[config.mk]
export PLATFORM = sky130hd
export DESIGN_NAME = de_boundary_sampler
export DESIGN_NICKNAME = d
export VERILOG_FILES = /design/src/rtl/de_boundary_sampler.sv
export SDC_FILE = /design/constraint.sdc
export NUM_CORES = 1
export LEC_CHECK = 0
export BUFFER_PORTS_ARGS = -buffer_cell sky130_fd_sc_hd__buf_2
export CAP_MARGIN = 10
export CORE_ASPECT_RATIO = 1.4
export CORE_MARGIN = 3
export CORE_UTILIZATION = 31
export DETAILED_ROUTE_END_ITERATION = 10
export GPL_ROUTABILITY_DRIVEN = 0
export PLACE_DENSITY_LB_ADDON = 0.3
export SYNTH_ARGS = -nofsm -noshare
export SYNTH_HDL_FRONTEND = slang
export SYNTH_SLANG_ARGS = --single-unit
[constraint.sdc]
create_clock -name clk -period 1.7 [get_ports clk]
set_input_delay 0.34 -clock clk [delete_from_list [all_inputs] [get_ports clk]]
set_output_delay 0.34 -clock clk [all_outputs]
set_load 0.1 [all_outputs]
[src/rtl/de_boundary_sampler.sv]
module de_boundary_sampler #(
  parameter int CNT_W      = 9,
  parameter int ON_LEFT    = 8,
  parameter int ON_EARLY_A = 40,
  parameter int ON_EARLY_B = 44,
  parameter int ON_STD     = 56,
  parameter int ON_LATE    = 60,
  parameter int OFF_MID    = 168,
  parameter int OFF_SHORT  = 376,
  parameter int OFF_LONG   = 380,
  parameter int OFF_SYNC   = 468
) (
  input  logic             clk,
  input  logic             rst_n,
  input  logic             line_restart,
  input  logic [CNT_W-1:0] cyc,
  input  logic             h_flag,
  input  logic             early_sel,
  output logic             de,
  output logic [CNT_W-1:0] line_bytes
);
  localparam int RUN_W = CNT_W + 1;

  logic             de_q;
  logic [RUN_W-1:0] run_q;
  logic [RUN_W-1:0] run_total;
  logic [CNT_W-1:0] bytes_q;

  wire at_left    = cyc == CNT_W'(ON_LEFT);
  wire at_early_a = cyc == CNT_W'(ON_EARLY_A);
  wire at_early_b = cyc == CNT_W'(ON_EARLY_B);
  wire at_std     = cyc == CNT_W'(ON_STD);
  wire at_late    = cyc == CNT_W'(ON_LATE);
  wire at_mid     = cyc == CNT_W'(OFF_MID);
  wire at_short   = cyc == CNT_W'(OFF_SHORT);
  wire at_long    = cyc == CNT_W'(OFF_LONG);
  wire at_sync    = cyc == CNT_W'(OFF_SYNC);

  wire variant_on = early_sel ? (at_early_a | at_early_b) : at_std;
  wire set_req    = h_flag & (at_left | at_late | variant_on);
  wire clr_req    = (~h_flag & (at_mid | at_short | at_long)) | (h_flag & at_sync);

  assign run_total = run_q + RUN_W'(de_q);

  always_ff @(posedge clk or negedge rst_n) begin
    if (!rst_n)            de_q <= 1'b0;
    else if (line_restart) de_q <= 1'b0;
    else if (set_req)      de_q <= 1'b1;
    else if (clr_req)      de_q <= 1'b0;
  end

  always_ff @(posedge clk or negedge rst_n) begin
    if (!rst_n) begin
      run_q   <= '0;
      bytes_q <= '0;
    end else if (line_restart) begin
      run_q   <= '0;
      bytes_q <= run_total[RUN_W-1:1];
    end else begin
      run_q   <= run_total;
    end
  end

  assign de         = de_q;
  assign line_bytes = bytes_q;
endmodule


==> results.txt <==
Fmax = 680 MHz
Clock Sinks = 20
Post-synthesis simple-gate area fraction = 22.7%
CTS Buf Count = 3
Setup violators final = 0
Nets = 134
Worst r2r dst = line_bytes[7]$_DFFE_PN0P_
Clk pin slew, worst setup/hold paths = 0.11 ns
Mux cell area share after synthesis = 1.24%
Routed Antenna Nets = 0
Clk_skew = 0.00308 ns
All-layer global routing usage = 10.6%
Htree depth = 1
CTS Root Cell = clkbuf_4
Drt total wl = 1690 um
Dpl cell area = 0.00107 mm^2
Worst hold path type = in2reg
Avg Synthesized Cell Area = 10.0 um^2
R2R setup slack = 0.31 ns
Relative slew margins = 67.7%
Post-route DRC violation count = 0
Die Span Y = 70.1 um
Area delta synth->final = 22.1%
First-pass GRT wire length = 2990 um
Layout filler cell count = 273
Clk_lat worst skew = 0.30 ns
CP Cell Sequence = buf_2
Critical path depth = 1
Post-synthesis adder-cell area fraction = 2.75%
FF-to-FF path depth = 5
Period Utilization, post-route = 86.5%
PD cells = 856 mW/mm^2
Crit. Startpoint = de$_DFFE_PN0P_
Min Tclk post-route = 1.47 ns
Boundary Pins = 24
Seq/Total Area, Yosys = 54.9%
Row count = 22
Vias/cell = 4.84
Setup bufs post-CTS = 0
Worst path top cell family by delay = buffers and inverters
Xor-xnor portion of the synthesized cell area = 7.69%
Buffers on Ports = 23
Crit. End Element = primary output
Post-synthesis cell area = 911 um^2
Total core area = 0.00273 mm^2
Post-synth cell types = 23
Mapped Nets = 107
Share of cells above drive strength 1 = 26.5%
Ant. Diodes = 0
Grt total ovfl = 0
Fin util = 40.8%
WP buf/inv = 1
Worst VDD drop = 0.000407 V
Pre-CTS setup slack = 0.314 ns
Worst-Margin Slew = 0.489 ns
Crit-path slowest cell = buf_2
Cells after synthesis = 91
Final setup margin = 0.229 ns
CP Capture Point = de
Post-CTS sizing = 0
Final count of hold timing violations = 0
Pwr Total = 952 uW
Yosys warns = 0
Top cell type's share of synthesized area = 54.9%
Via count = 741
Number of global-route vias before repair = 726
Arrival time of the worst setup path = 1.13 ns
Lkg Pwr = 0.000550 uW
Leading area contributor after synthesis = dfrtp_1
CTS tree = built
Detailed Route Iter0 Violations = 14
Detailed placement HPWL = 1270 um
Top post-synthesis cells by area = dfrtp_1, nor2_1, xor2_1
Status = finished clean
Initial core utilization = 33.4%
Clock Tree Buf Depth = 2
Layout Cell Area excl Fill = 0.00111 mm^2
WS Path Type = reg2out
R2r startpoint = de$_DFFE_PN0P_
Yosys reg bits = 20
TNS Setup = 0 ns
Hold-fix buffers, CTS = 1
Die area = 0.00363 mm^2
RSZ-0062 raised after global routing = false
Max_cap viols = 0
Iteration count of the initial detailed-routing pass = 4
Max Slew Vio Count = 0
Largest net degree at the start of global routing = 21
Initial antenna violation count = 0
Die width = 51.8 um
CP max stage delay = 0.43 ns
Critical path fanouts, max = 3
Complex-gate fraction of the synthesized area = 8.79%
Largest family of logic cells by synthesized area = simple AND/OR/NAND/NOR gates
Drt wl/cell = 11.0 um
Crit path required time = 1.36 ns
Startpoint types = flop
metal layers:
layer	vias to the layer above	global-route usage, %	part of all wire (%)
met5	-	0	0
met3	5	1.28	5.5
li1	360	-	-
met2	24	17.8	48
met1	352	12.2	44
met4	0	7.00	2.6
cells by family after synthesis:
kind of cell,after synthesis
AOI/OAI and AO/OA,14
xor gates and xnor gates,8
adders and majority gates,2
buffers and inverters,4
DFF,20
muxes,1
and+or+nand+nor,42
registers in the layout, indices dropped and copies added (netlist names):
signal	count
line_bytes	9
de	1
run_q	10
power breakdown:
part           switching (uW)  total [uW]  internal (uW)
combinational             145         181           35.3
clock                     145         276            131
sequential               6.31         495            489
total                     296         952            655
area by class of cell:
type / instances / area, um^2 / area share [%]
Timing Repair Buffer: 25 / 133 / 11.9
Tap cell: 36 / 45.0 / 4.05
Clock buffer: 4 / 36.3 / 3.26
Inverter: 1 / 3.75 / 0.337
Multi-Input combinational cell: 67 / 393 / 35.3
Sequential cell: 20 / 502 / 45.1
cells in the mapped netlist:
| master | number |
|---|---|
| mux2_2 | 1 |
| inv_1 | 1 |
| nand2b_1 | 3 |
| o221ai_1 | 1 |
| a2111o_1 | 1 |
| nand4_1 | 3 |
| xnor2_1 | 2 |
| nand2_1 | 4 |
| and4_1 | 1 |
| ha_1 | 2 |
| buf_2 | 2 |
| nor4bb_1 | 1 |
| o21ai_0 | 3 |
| nand3_1 | 3 |
| and3_1 | 2 |
| dfrtp_1 | 20 |
| buf_1 | 1 |
| a21oi_1 | 9 |
| and3_4 | 1 |
| xor2_1 | 6 |
| nor3_1 | 1 |
| nor2b_1 | 2 |
| nor2_1 | 21 |
cells in the final DEF (no fill, tap or decap):
master         count
buf_2             23
nor2_1            21
dfrtp_1           19
a21oi_1            9
xor2_1             6
nand2_1            4
nand3_1            3
nand4_1            3
nand2b_1           3
o21ai_0            3
clkbuf_4           3
xnor2_1            2
nor2b_1            2
and3_1             2
ha_1               2
and3_4             1
and4_1             1
mux2_2             1
nor4bb_1           1
nor3_1             1
inv_1              1
a2111o_1           1
o221ai_1           1
clkbuf_8           1
dfrtp_2            1
dlygate4sd3_1      1
buf_4              1
worst min path at each step:
stage	start	to	slack, ns	depth (start not counted)
after floorplan	rst_n	de$_DFFE_PN0P_	0.04	0
after CTS	cyc[2]	de$_DFFE_PN0P_	0.38	3
after global placement	rst_n	run_q[4]$_DFF_PN0_	0.30	1
after global routing	line_restart	run_q[5]$_DFF_PN0_	0.42	2
final	cyc[2]	de$_DFFE_PN0P_	0.39	3
after detailed placement	rst_n	line_bytes[3]$_DFFE_PN0P_	0.31	1
per-stage QoR:
stage          cells  hold slack, ns
2_1_floorplan     91          0.0444
3_3_place_gp     148           0.303
3_5_place_dp     148           0.313
4_1_cts          153           0.380
5_1_grt          153           0.420
6_report         153           0.393
(Power assumes the default switching activity.)
